[src/rtl/db_pkg.sv]
package db_pkg;
  localparam int OFF_W        = 12;
  localparam int DATA_W       = 32;
  localparam logic [OFF_W-1:0] OFF_QP  = 12'h000;
  localparam logic [OFF_W-1:0] OFF_CQ  = 12'h008;
  localparam logic [OFF_W-1:0] OFF_SRQ = 12'h018;

  localparam int BIT_QP_SEND  = 30;
  localparam int BIT_QP_RECV  = 31;
  localparam int BIT_CQ_ARM   = 30;
  localparam int BIT_CQ_SOL   = 29;
  localparam int BIT_CQ_POLL  = 31;
  localparam int BIT_SRQ_RECV = 31;

  typedef enum logic [1:0] {
    TGT_QP   = 2'd0,
    TGT_CQ   = 2'd1,
    TGT_SRQ  = 2'd2,
    TGT_NONE = 2'd3
  } db_target_e;

  typedef struct packed {
    logic qp_send;
    logic qp_recv;
    logic cq_arm;
    logic cq_sol;
    logic cq_poll;
    logic srq_recv;
    logic bad_off;
  } db_strobe_t;
endpackage

[src/rtl/db_offset_decode.sv]
module db_offset_decode
  import db_pkg::*;
#(
  parameter int ADDR_W = 16
) (
  input  logic [ADDR_W-1:0] addr,
  output db_target_e        target
);
  logic [OFF_W-1:0] page_off;

  generate
    if (ADDR_W > OFF_W) begin : g_wide
      logic unused_page_bits;
      assign unused_page_bits = ^addr[ADDR_W-1:OFF_W];
      assign page_off = addr[OFF_W-1:0];
    end else begin : g_narrow
      assign page_off = OFF_W'(addr);
    end
  endgenerate

  always_comb begin
    unique case (page_off)
      OFF_QP:  target = TGT_QP;
      OFF_CQ:  target = TGT_CQ;
      OFF_SRQ: target = TGT_SRQ;
      default: target = TGT_NONE;
    endcase
  end
endmodule

[src/rtl/db_cmd_gen.sv]
module db_cmd_gen
  import db_pkg::*;
#(
  parameter int HANDLE_W = 24
) (
  input  logic                clk,
  input  logic                rst,
  input  logic                wr_en,
  input  db_target_e          target,
  input  logic [DATA_W-1:0]   data,
  output db_strobe_t          stb_q,
  output logic [HANDLE_W-1:0] handle_q
);
  db_strobe_t stb_d;
  logic unused_mid_bits;
  assign unused_mid_bits = ^data[BIT_CQ_SOL-1:HANDLE_W];

  always_comb begin
    stb_d = '0;
    if (wr_en) begin
      unique case (target)
        TGT_QP: begin
          stb_d.qp_send = data[BIT_QP_SEND];
          stb_d.qp_recv = data[BIT_QP_RECV];
        end
        TGT_CQ: begin
          stb_d.cq_arm  = data[BIT_CQ_ARM];
          stb_d.cq_sol  = data[BIT_CQ_ARM] & data[BIT_CQ_SOL];
          stb_d.cq_poll = data[BIT_CQ_POLL];
        end
        TGT_SRQ: stb_d.srq_recv = data[BIT_SRQ_RECV];
        default: stb_d.bad_off  = 1'b1;
      endcase
    end
  end

  always_ff @(posedge clk) begin
    if (rst) begin
      stb_q    <= '0;
      handle_q <= '0;
    end else begin
      stb_q <= stb_d;
      if (wr_en) handle_q <= data[HANDLE_W-1:0];
    end
  end
endmodule

[src/rtl/db_wr_counter.sv]
module db_wr_counter #(
  parameter int CNT_W = 16
) (
  input  logic             clk,
  input  logic             rst,
  input  logic             inc,
  output logic [CNT_W-1:0] count
);
  always_ff @(posedge clk) begin
    if (rst)      count <= '0;
    else if (inc) count <= count + CNT_W'(1);
  end
endmodule

[src/rtl/db_read_resp.sv]
module db_read_resp
  import db_pkg::*;
(
  input  logic              clk,
  input  logic              rst,
  input  logic              rd_en,
  output logic              rd_valid,
  output logic [DATA_W-1:0] rd_data
);
  always_ff @(posedge clk) begin
    if (rst) begin
      rd_valid <= 1'b0;
      rd_data  <= '0;
    end else begin
      rd_valid <= rd_en;
      rd_data  <= rd_en ? '1 : '0;
    end
  end
endmodule

[src/rtl/doorbell_decoder.sv]
module doorbell_decoder
  import db_pkg::*;
#(
  parameter int ADDR_W   = 16,
  parameter int HANDLE_W = 24,
  parameter int CNT_W    = 16
) (
  input  logic                clk,
  input  logic                rst,
  input  logic                wr_en,
  input  logic [ADDR_W-1:0]   wr_addr,
  input  logic [31:0]         wr_data,
  input  logic                rd_en,
  output logic                rd_valid,
  output logic [31:0]         rd_data,
  output logic                qp_send,
  output logic                qp_recv,
  output logic                cq_arm,
  output logic                cq_arm_sol,
  output logic                cq_poll,
  output logic                srq_recv,
  output logic                bad_offset,
  output logic [HANDLE_W-1:0] cmd_handle,
  output logic [CNT_W-1:0]    wr_count
);
  db_target_e target;
  db_strobe_t stb;

  db_offset_decode #(.ADDR_W(ADDR_W)) u_decode (
    .addr   (wr_addr),
    .target (target)
  );

  db_cmd_gen #(.HANDLE_W(HANDLE_W)) u_cmd (
    .clk      (clk),
    .rst      (rst),
    .wr_en    (wr_en),
    .target   (target),
    .data     (wr_data),
    .stb_q    (stb),
    .handle_q (cmd_handle)
  );

  db_wr_counter #(.CNT_W(CNT_W)) u_count (
    .clk   (clk),
    .rst   (rst),
    .inc   (wr_en),
    .count (wr_count)
  );

  db_read_resp u_read (
    .clk      (clk),
    .rst      (rst),
    .rd_en    (rd_en),
    .rd_valid (rd_valid),
    .rd_data  (rd_data)
  );

  assign qp_send    = stb.qp_send;
  assign qp_recv    = stb.qp_recv;
  assign cq_arm     = stb.cq_arm;
  assign cq_arm_sol = stb.cq_sol;
  assign cq_poll    = stb.cq_poll;
  assign srq_recv   = stb.srq_recv;
  assign bad_offset = stb.bad_off;
endmodule

[config.mk]
export PLATFORM = sky130hd
export DESIGN_NAME = doorbell_decoder
export DESIGN_NICKNAME = d
export VERILOG_FILES = /design/src/rtl/db_pkg.sv /design/src/rtl/db_offset_decode.sv /design/src/rtl/db_cmd_gen.sv /design/src/rtl/db_wr_counter.sv /design/src/rtl/db_read_resp.sv /design/src/rtl/doorbell_decoder.sv
export SDC_FILE = /design/constraint.sdc
export NUM_CORES = 1
export LEC_CHECK = 0
export ABC_AREA = 1
export BUFFER_PORTS_ARGS = -buffer_cell sky130_fd_sc_hd__buf_2
export CAP_MARGIN = 20
export CORE_MARGIN = 8
export CORE_UTILIZATION = 46
export CTS_BUF_LIST = sky130_fd_sc_hd__clkbuf_16
export CTS_CLUSTER_DIAMETER = 200
export DETAILED_ROUTE_END_ITERATION = 16
export PLACE_DENSITY = 0.85
export SLEW_MARGIN = 10
export SYNTH_ARGS = -nofsm -noshare
export SYNTH_HDL_FRONTEND = slang
export SYNTH_SLANG_ARGS = --single-unit
[constraint.sdc]
create_clock -name clk -period 2.3 [get_ports clk]
set_input_delay 0.345 -clock clk [delete_from_list [all_inputs] [get_ports clk]]
set_output_delay 0.345 -clock clk [all_outputs]
set_load 0.02 [all_outputs]
==> qor.txt, run 1 <==
Chip width: 83.82 um
Fin crit period: 1.638 ns
CTS resizes: 0
Clock Latency Late Sink: 0.28 ns
CP cell instances: buf_2
Post-synth top cells: 74 x nor2_1, 48 x dfxtp_1, 32 x buf_4, 32 x o21ai_0, 26 x nand2_1
Clk sink count: 48
P&R area growth vs syn: 25.96%
Final instance area: 2665 um2
Max-cap violation count: 0
Diode count: 0
Synth unique cells: 24
Multi-input combinational cell area: 790.8 um2
Die height: 83.82 um
Row cnt: 24
Largest net degree at the start of global routing: 34
Crit-path max FO: 33
Slew HR: 57.31%
Setup violators final: 0
Slowest CP cell: dfxtp_1
HP Class: in2reg
Final wirelength: 5328 um
Fin. max-slew vios: 0
Fill count: 391
Initial antenna violation count: 0
Layout cells sized above 1: 36.90%
Top cell type's share of synthesized area: 45.42%
Gpl congestion: 0.7960
Main flop type after synthesis: dfxtp_1
Iteration-0 DRC count of the detailed router: 79
Worst setup SP type: flop
Top-Level Pins: 132
Remaining Overflow, GRT: 0
Pleak: 0.001418 uW
Postcts setup bufs: 0
Ys Warns: 0
IO Port Bufs: 122
Number of synthesized flops with an enable pin: 0
Detail Placement HPWL: 4118 um
RSZ-0062 raised after global routing: no
Synthesized net count: 335
CTS clock-pin slew for the worst setup and hold paths: 0.06 ns
Max Buffers Root-to-Sink: 2
Clock root cell: clkbuf_16
Core Region: 4384 um2
Area leader, netlist: dfxtp_1
Dpl cell area: 2529 um2
Worst Path Required: 1.96 ns
Crit path max-delay family: flip-flops
Hold depth: 3
Worst vdd ir: 0.4554 mV
WP depth: 1
Area contributors post-synth: dfxtp_1 45%, nor2_1 13%, buf_4 11%, o21ai_0 7.6%, nand2_1 4.6%
Most common cell in the netlist: nor2_1
Reg2reg path depth: 8
H-Tree Depth: 2
Final setup TNS: 0 ns
CP Buf/Inv Count: 1
Final net count: 426
Starting Density: 48.26%
First-pass GRT wire length: 8901 um
Cts-stage hold buffer count: 0
Vias per inst: 4.789
Outcome: completed
Async SR Flop Fraction: 0%
Flops & latches, synth: 48
Slowest stage delay, CP: 0.73 ns
Syn avg cell area: 7.503 um2
F_max: 610.7 MHz
Crit end category: output port
Worst Skew: 0.001037 ns
Worst-Margin Slew: 0.6394 ns
FF/Latch Area: 960.9 um2
Antenna-violating nets left: 0
Total CTS buffers: 5
Drt first pass iters: 4
CTS tree: done
Global-route usage over all layers: 15.02%
Setup Crit Path Kind: reg2out
Final period util: 71.20%
Power Density: 683.7 nW/um2
Routed wire per std cell: 12.51 um
Gate Count Post-Synth: 282
Hold Vio Cnt, Final: 0
Die ar.: 7026 um2
# DRC: 0
Vias: 2,040
Seq/Total Area, Yosys: 45.42%
Number of global-route vias before repair: 2,043
Worst path arrival time: 1.29 ns
Cell Area, Synth: 2116 um2
power breakdown:
| part | total (uW) | switching, uW | internal (uW) |
|---|---|---|---|
| Sequential | 887 | 21.0 | 866 |
| Clock | 667 | 276 | 391 |
| Combinational | 268 | 174 | 94.0 |
| Total | 1820 | 471 | 1350 |
per-layer routing:
metal  vias up  track usage (%)  routed length [um]
met5         -                0                   0
met4         0            5.495                 103
met3         8            12.01                 924
met2        98            25.12                2376
met1       890            13.14                1923
li1       1044                -                   -
worst min-delay path, cell delays in order:
cell and delay [ns]:
buf_2 0.07, inv_1 0.03, nor2_1 0.06
through the flow:
stage / worst slack (ns) / utilization, % / std cells / total power [uW] / hold WS, ns
after floorplan: 0.7647 / - / 282 / 1097 / 0.4162
after global placement: 0.8066 / 57.68 / 418 / 1169 / 0.4694
after detailed placement: 0.7882 / 57.68 / 418 / 1176 / 0.4751
after CTS: 0.6206 / 60.79 / 426 / 1840 / 0.2678
after global routing: 0.5354 / 60.79 / 426 / 1900 / 0.2703
final: 0.6625 / 60.79 / 426 / 1822 / 0.2676
registers in the layout, indices dropped and copies added, names as in the netlist:
signal          count
u_cmd.handle_q     24
u_count.count      16
u_cmd.stb_q         7
u_read.rd_data      1
final timing paths:
check             slack [ns]                from            endpoint
setup reg to reg        0.92    u_count.count[0]   u_count.count[14]
hold / removal          0.27               rd_en  u_read.rd_data[30]
setup / recovery        0.66  u_read.rd_data[30]          rd_data[3]
hold reg to reg         0.49  u_cmd.handle_q[13]  u_cmd.handle_q[13]
cell families after synthesis:
logic type               synth area share (%)
AND/OR/NAND/NOR                         25.61
buffers and inverters                   17.21
flip-flops                              45.42
AO/OA/AOI/OAI                           10.76
XOR/XNOR                               0.4140
adder cells (fa/ha/maj)                0.5913
cell usage in the layout, fill, tap and decap left out, drive strengths merged:
cell type and count:
a21oi 12, buf 124, clkbuf 5, clkinv 1, dfxtp 48, ha 1
inv 25, nand2 26, nand3 9, nand4 2, nor2 78, nor3 5
nor3b 1, nor4 3, o21a 1, o21ai 32, xor2 1
cell type report:
cell class	instances	area share, %
repair buffers	124	23.47
flip-flops and latches	48	36.06
clock buffers	5	4.695
well taps	52	2.441
clock inverters	3	0.4225
multi-input cells	171	29.67
inverters	23	3.239
Power figures use the tool's default switching activity.
==> inputs of run 2 (changes only) <==
--- a/config.mk
+++ b/config.mk
@@ -9,11 +9,11 @@
 export BUFFER_PORTS_ARGS = -buffer_cell sky130_fd_sc_hd__buf_2
 export CAP_MARGIN = 20
 export CORE_MARGIN = 8
-export CORE_UTILIZATION = 46
+export CORE_UTILIZATION = 42
 export CTS_BUF_LIST = sky130_fd_sc_hd__clkbuf_16
 export CTS_CLUSTER_DIAMETER = 200
 export DETAILED_ROUTE_END_ITERATION = 16
-export PLACE_DENSITY = 0.85
+export PLACE_DENSITY = 0.79
 export SLEW_MARGIN = 10
 export SYNTH_ARGS = -nofsm -noshare
 export SYNTH_HDL_FRONTEND = slang
==> constraint.sdc (replaced) <==
create_clock -name clk -period 1.6 [get_ports clk]
set_input_delay 0.24 -clock clk [delete_from_list [all_inputs] [get_ports clk]]
set_output_delay 0.24 -clock clk [all_outputs]
set_load 0.02 [all_outputs]
==> qor.txt, run 2 (synthesized netlist as in run 1, its figures left out) <==
Crit-path max FO: 5 (was 33)
FF/Latch Area: 960.9 um2 (unchanged)
NetSw: 709.8 uW (was 471.3 uW)
Hold Vio Cnt, Final: 0 (unchanged)
Fill count: 490 (was 391)
Worst Path Required: 1.78 ns (was 1.96 ns)
Diode count: 0 (unchanged)
Final core occ: 54.93% (was 60.79%)
# DRC: 0 (unchanged)
CTS clock-pin slew for the worst setup and hold paths: 0.06 ns (about the same)
Switching share of total power: 25.12% (was 25.87%)
Internal power: 2116 uW (was 1351 uW)
Most frequent cells in the layout: 122 x buf_2, 74 x nor2_1, 48 x dfxtp_1 (unchanged)
Postcts setup bufs: 0 (unchanged)
Worst path arrival time: 1.57 ns (was 1.29 ns)
Outcome: completed (unchanged)
Vias: 2,037 (was 2,040)
Leading cell type in the layout, fill and taps excluded: buf_2 (unchanged)
Final period util: 86.97%
Total CTS buffers: 5 (unchanged)
Fin crit period: 1.391 ns
Initial antenna violation count: 0 (unchanged)
F_max: 718.6 MHz
Regs by FF count: u_cmd.handle_q (24), u_count.count (16), u_cmd.stb_q (7) (unchanged)
Final wirelength: 5383 um (was 5328 um)
P&R area growth vs syn: 29.21% (was 25.96%)
Global-route usage over all layers: 14.32% (was 15.02%)
Detail Placement HPWL: 4120 um (was 4118 um)
Worst Setup SP: u_count.count[0] (was u_read.rd_data[30])
Clock power frac: 41.2% (was 36.6%)
Worst vdd ir: 0.6437 mV (was 0.4554 mV)
Worst-Margin Slew: 0.3261 ns (was 0.6394 ns)
HP Class: in2reg (unchanged)
Power Density: 1034 nW/um2 (was 683.7 nW/um2)
H-Tree Depth: 2 (unchanged)
Crit end category: flop (was output port)
Max Buffers Root-to-Sink: 2 (unchanged)
Pleak: 0.001434 uW (was 0.001418 uW)
CTS tree: done (unchanged)
Die ar.: 7565 um2 (was 7026 um2)
Final setup TNS: 0 ns (unchanged)
RSZ-0062 raised after global routing: no (unchanged)
Register share of total power: 44.9% (was 48.7%)
Starting Density: 42.51% (was 48.26%)
Chip width: 86.98 um (was 83.82 um)
Worst setup SP type: flop (unchanged)
Multi-input combinational cell area: 790.8 um2 (unchanged)
Fin. max-slew vios: 0 (unchanged)
Antenna-violating nets left: 0 (unchanged)
Core Region: 4977 um2 (was 4384 um2)
Cts-stage hold buffer count: 0 (unchanged)
Number of global-route vias before repair: 2,032 (was 2,043)
IO Port Bufs: 122 (unchanged)
Row cnt: 26 (was 24)
Layout cells sized above 1: 38.03% (was 36.90%)
Setup Crit Path Kind: reg2reg (was reg2out)
Final net count: 428 (was 426)
Top-Level Pins: 132 (unchanged)
Setup violators final: 0 (unchanged)
Largest net degree at the start of global routing: 38 (was 34)
Final WS setup: 0.2085 ns (was 0.6625 ns)
Largest Register: u_cmd.handle_q (unchanged)
Routed wire per std cell: 12.07 um (was 12.51 um)
Iteration-0 DRC count of the detailed router: 125 (was 79)
Clock Latency Late Sink: 0.28 ns (about the same)
First-pass GRT wire length: 8666 um (was 8901 um)
CTS resizes: 0 (unchanged)
Drt first pass iters: 5 (was 4)
Gpl congestion: 0.7424 (was 0.7960)
Slew HR: 78.26% (was 57.31%)
Clock root cell: clkbuf_16 (unchanged)
Max-cap violation count: 0 (unchanged)
Worst Skew: 0.005603 ns (was 0.001037 ns)
HP Start: rd_en (unchanged)
DP Worst Slack: 0.2305 ns (was 0.7882 ns)
Tot Pwr: 2826 uW (was 1822 uW)
Reg-to-Reg Start: u_count.count[0] (unchanged)
Remaining Overflow, GRT: 0 (unchanged)
Vias per inst: 4.567 (was 4.789)
Logic pwr share: 14.0% (was 14.7%)
Clk sink count: 48 (unchanged)
Max FFs per register: 24 (unchanged)
Hold slack: 0.1565 ns (was 0.2676 ns)
Die height: 86.98 um (was 83.82 um)
## run 2: changes by cell type in the layout (fill, tap and decap cells not counted)
cell,change
clkinv_1,-1
inv_1,-2
clkinvlp_4,+1
buf_4,+2
clkinv_2,+1
bufinv_16,+1
## run 2: critical path: stages (launching register included)
cell,delay [ns]
dfxtp_1,0.39
ha_1,0.23
nand2_1,0.10
nor3_4,0.19
nand3_2,0.12
nor2_2,0.11
nand2_1,0.06
nand2_1,0.05
nor2_1,0.04
## run 2: path summary, 6_finish.rpt
kind / to / slack (ns) / cells after the start
max reg2reg: u_count.count[14] / 0.21 / 8
min reg2reg: u_cmd.handle_q[13] / 0.49 / 2
max: u_count.count[14] / 0.21 / 8
min: u_read.rd_data[30] / 0.16 / 3
## run 2: power groups by stage
stage / clock network [uW] / registers [uW] / logic (uW)
4_1_cts: 1190 / 1270 / 401
3_3_place_gp: 0 / 1290 / 394
5_1_grt: 1240 / 1270 / 437
6_report: 1160 / 1270 / 394
2_1_floorplan: 0 / 1360 / 214
3_5_place_dp: 0 / 1290 / 400
## run 2: area by class of cell
class                   instances  area share (%)
multi-input cells             171           28.92
flip-flops and latches         48           35.15
clock inverters                 3           1.556
repair buffers                126           23.43
inverters                      23           3.158
clock buffers                   5           4.577
well taps                      70           3.204
## run 2: through the flow
| stage | cells | area, um2 |
|---|---|---|
| final | 446 | 2734 |
| after global routing | 446 | 2734 |
| after CTS | 446 | 2734 |
| after detailed placement | 438 | 2566 |
| after global placement | 438 | 2566 |
| after floorplan | 282 | 2116 |
## run 2: per-layer routing
layer | up-vias | track usage, % | share of wire (%)
li1 | 1046 | - | -
met2 | 98 | 24.43 | 45
met1 | 886 | 13.30 | 36
met4 | 0 | 5.321 | 1.4
met5 | - | 0 | 0
met3 | 7 | 9.528 | 17
==> inputs of run 3 (changes only) <==
--- a/config.mk
+++ b/config.mk
@@ -5,7 +5,6 @@
 export SDC_FILE = /design/constraint.sdc
 export NUM_CORES = 1
 export LEC_CHECK = 0
-export ABC_AREA = 1
 export BUFFER_PORTS_ARGS = -buffer_cell sky130_fd_sc_hd__buf_2
 export CAP_MARGIN = 20
 export CORE_MARGIN = 8
==> qor.txt, run 3 <==
Outcome: completed (unchanged)
Die ar.: 7579 um2 (was 7565 um2)
Async SR Flop Fraction: 0% (unchanged)
Chip width: 87.06 um (was 86.98 um)
Pleak: 0.001438 uW (was 0.001434 uW)
Iteration-0 DRC count of the detailed router: 70 (was 125)
Hold slack: 0.1717 ns (was 0.1565 ns)
Fin. max-slew vios: 0 (unchanged)
Worst-Margin Slew: 0.5096 ns (was 0.3261 ns)
Worst setup SP type: flop (unchanged)
Most frequent cells in the layout: 122 x buf_2, 46 x dfxtp_1, 36 x nor2_1 (was 122 x buf_2, 74 x nor2_1, 48 x dfxtp_1)
Gate Count Post-Synth: 221 (was 282)
Top cell type's share of synthesized area: 45.31% (was 45.42%)
Max-cap violation count: 0 (unchanged)
Row cnt: 26 (unchanged)
# DRC: 0 (unchanged)
RSZ-0062 raised after global routing: no (unchanged)
H-Tree Depth: 2 (unchanged)
Hold Vio Cnt, Final: 0 (unchanged)
Met1 usage in global routing: 12.43% (was 13.30%)
Max Buffers Root-to-Sink: 2 (unchanged)
First-pass GRT wire length: 7962 um (was 8666 um)
Largest Register: u_cmd.handle_q (unchanged)
Final wirelength: 5056 um (was 5383 um)
Final setup TNS: 0 ns (unchanged)
Power Density: 946.4 nW/um2 (was 1034 nW/um2)
Vias: 1,839 (was 2,037)
Worst path arrival time: 1.71 ns (was 1.57 ns)
Core Region: 4977 um2 (unchanged)
Clock root cell: clkbuf_16 (unchanged)
Area leader, netlist: dfxtp_1 (unchanged)
Fin crit period: 1.502 ns (was 1.391 ns)
Leading cell type in the layout, fill and taps excluded: buf_2 (unchanged)
Layout cells sized above 1: 46.23% (was 38.03%)
Setup violators final: 0 (unchanged)
Seq/Total Area, Yosys: 45.31% (was 45.42%)
Vias per inst: 4.740 (was 4.567)
Post-synth top cells: 48 x dfxtp_1, 36 x nor2_1, 34 x buf_4, 25 x mux2i_1, 7 x a21oi_1 (was 74 x nor2_1, 48 x dfxtp_1, 32 x buf_4, 32 x o21ai_0, 26 x nand2_1)
Synth unique cells: 31 (was 24)
Flops & latches, synth: 48 (unchanged)
Worst Skew: 0.001015 ns (was 0.005603 ns)
Synthesized net count: 274 (was 335)
Number of global-route vias before repair: 1,852 (was 2,032)
Final period util: 93.87% (was 86.97%)
Max FFs per register: 24 (unchanged)
Cell Area, Synth: 2121 um2 (was 2116 um2)
Regs by FF count: u_cmd.handle_q (24), u_count.count (16), u_cmd.stb_q (7) (unchanged)
Largest net degree at the start of global routing: 34 (was 38)
Routed wire per std cell: 13.03 um (was 12.07 um)
P&R area growth vs syn: 30.74% (was 29.21%)
Ys Warns: 0 (unchanged)
Antenna-violating nets left: 0 (unchanged)
GRT met2 Usage: 22.41% (was 24.43%)
Crit end category: flop (unchanged)
Total CTS buffers: 5 (unchanged)
Initial antenna violation count: 0 (unchanged)
Top-Level Pins: 132 (unchanged)
IO Port Bufs: 122 (unchanged)
Area contributors post-synth: dfxtp_1 45%, buf_4 12%, mux2i_1 12%, nor2_1 6.4%, mux2_1 2.1% (was dfxtp_1 45%, nor2_1 13%, buf_4 11%, o21ai_0 7.6%, nand2_1 4.6%)
Main flop type after synthesis: dfxtp_1 (unchanged)
Number of synthesized flops with an enable pin: 0 (unchanged)
Detail Placement HPWL: 3946 um (was 4120 um)
Worst Path Required: 1.81 ns (was 1.78 ns)
Gpl congestion: 0.7479 (was 0.7424)
Crit-path max FO: 5 (unchanged)
Clock Latency Late Sink: 0.28 ns (about the same)
Starting Density: 42.61% (was 42.51%)
Clk sink count: 48 (unchanged)
Remaining Overflow, GRT: 0 (unchanged)
Final net count: 370 (was 428)
Syn avg cell area: 9.596 um2 (was 7.503 um2)
Met3 Resource Use GR: 8.302% (was 9.528%)
Setup Crit Path Kind: reg2reg (unchanged)
Drt first pass iters: 4 (was 5)
Global-route usage over all layers: 12.97% (was 14.32%)
Diode count: 0 (unchanged)
HP Class: in2reg (unchanged)
Postcts setup bufs: 0 (unchanged)
CTS clock-pin slew for the worst setup and hold paths: 0.06 ns (about the same)
CTS tree: done (unchanged)
F_max: 665.8 MHz (was 718.6 MHz)
Die height: 87.06 um (was 86.98 um)
Slew HR: 65.72% (was 78.26%)
Busiest grt layer: met2 (unchanged)
Most common cell in the netlist: dfxtp_1 (was nor2_1)
Worst vdd ir: 0.6658 mV (was 0.6437 mV)
-- run 3: cell types whose count changed in the layout (fill, tap and decap cells not counted), sizes merged, moves of 19 or more --
cell | previous run | this run
inv | 23 | 4
mux2i | 0 | 25
nand2 | 26 | 6
nor2 | 78 | 36
o21ai | 32 | 3
-- run 3: cells by family (layout without fill, tap and decap cells) --
group / after synthesis / count (layout) / synth area share, %
muxes: 29 / 29 / 13.92
xor gates and xnor gates: 4 / 4 / 1.652
adders and majority gates: 1 / 1 / 0.5899
DFF: 48 / 48 / 45.31
buffers and inverters: 45 / 142 / 14.51
and+or+nand+nor: 79 / 79 / 19.82
AOI/OAI and AO/OA: 15 / 15 / 4.189
-- run 3: critical path, cell delays in order (launching register included) --
cell and delay (ns):
dfxtp_2 0.37, nand4_1 0.26, buf_4 0.25, or4_1 0.40, a21oi_1 0.16
-- run 3: final cells by class --
class,instances,area [um2]
fillers,465,2205
repair buffers,131,678.2
clock inverters,3,15.01
clock buffers,5,125.1
inverters,3,11.26
well taps,70,87.58
flip-flops and latches,48,963.4
multi-input cells,128,892.1
-- run 3: report_power, final --
| part | internal, uW | switching (uW) | total (uW) |
|---|---|---|---|
| Combinational | 148 | 233 | 382 |
| Sequential | 1240 | 23.4 | 1260 |
| Clock | 567 | 411 | 978 |
| Total | 1960 | 668 | 2620 |
-- run 3: worst paths after layout --
path                            from                  to  slack (ns)  cells past startpoint
setup / recovery    u_count.count[0]    u_count.count[9]         0.1                      4
setup reg to reg    u_count.count[0]    u_count.count[9]         0.1                      4
hold reg to reg   u_cmd.handle_q[17]  u_cmd.handle_q[17]        0.49                      2
hold / removal                 rd_en  u_read.rd_data[30]        0.17                      2
-- run 3: per-layer routing --
| layer | up-vias | share of wire (%) |
|---|---|---|
| li1 | 914 | - |
| met1 | 832 | 37 |
| met2 | 88 | 45 |
| met3 | 5 | 16 |
| met4 | 0 | 0.85 |
| met5 | - | 0 |
-- run 3: what timing repair did --
action                     CTS  global route
gates resized for setup      2             5
hold endpoints to repair     0             0
pin swaps                    0             1
setup endpoints to repair    2             8
hold buffers                 0             0
-- run 3: through the flow --
step / instance area [um2] / power, uW / setup WS [ns] / std cells / util [%]
6_report: 2773 / 2624 / 0.09808 / 388 / 55.71
4_1_cts: 2744 / 2668 / 0.01536 / 388 / 55.13
5_1_grt: 2773 / 2744 / 0.001227 / 388 / 55.71
2_1_floorplan: 2122 / 1572 / 0.008130 / 221 / -
3_3_place_gp: 2591 / 1666 / 0.04696 / 380 / 52.06
3_5_place_dp: 2591 / 1674 / -0.01531 / 380 / 52.06
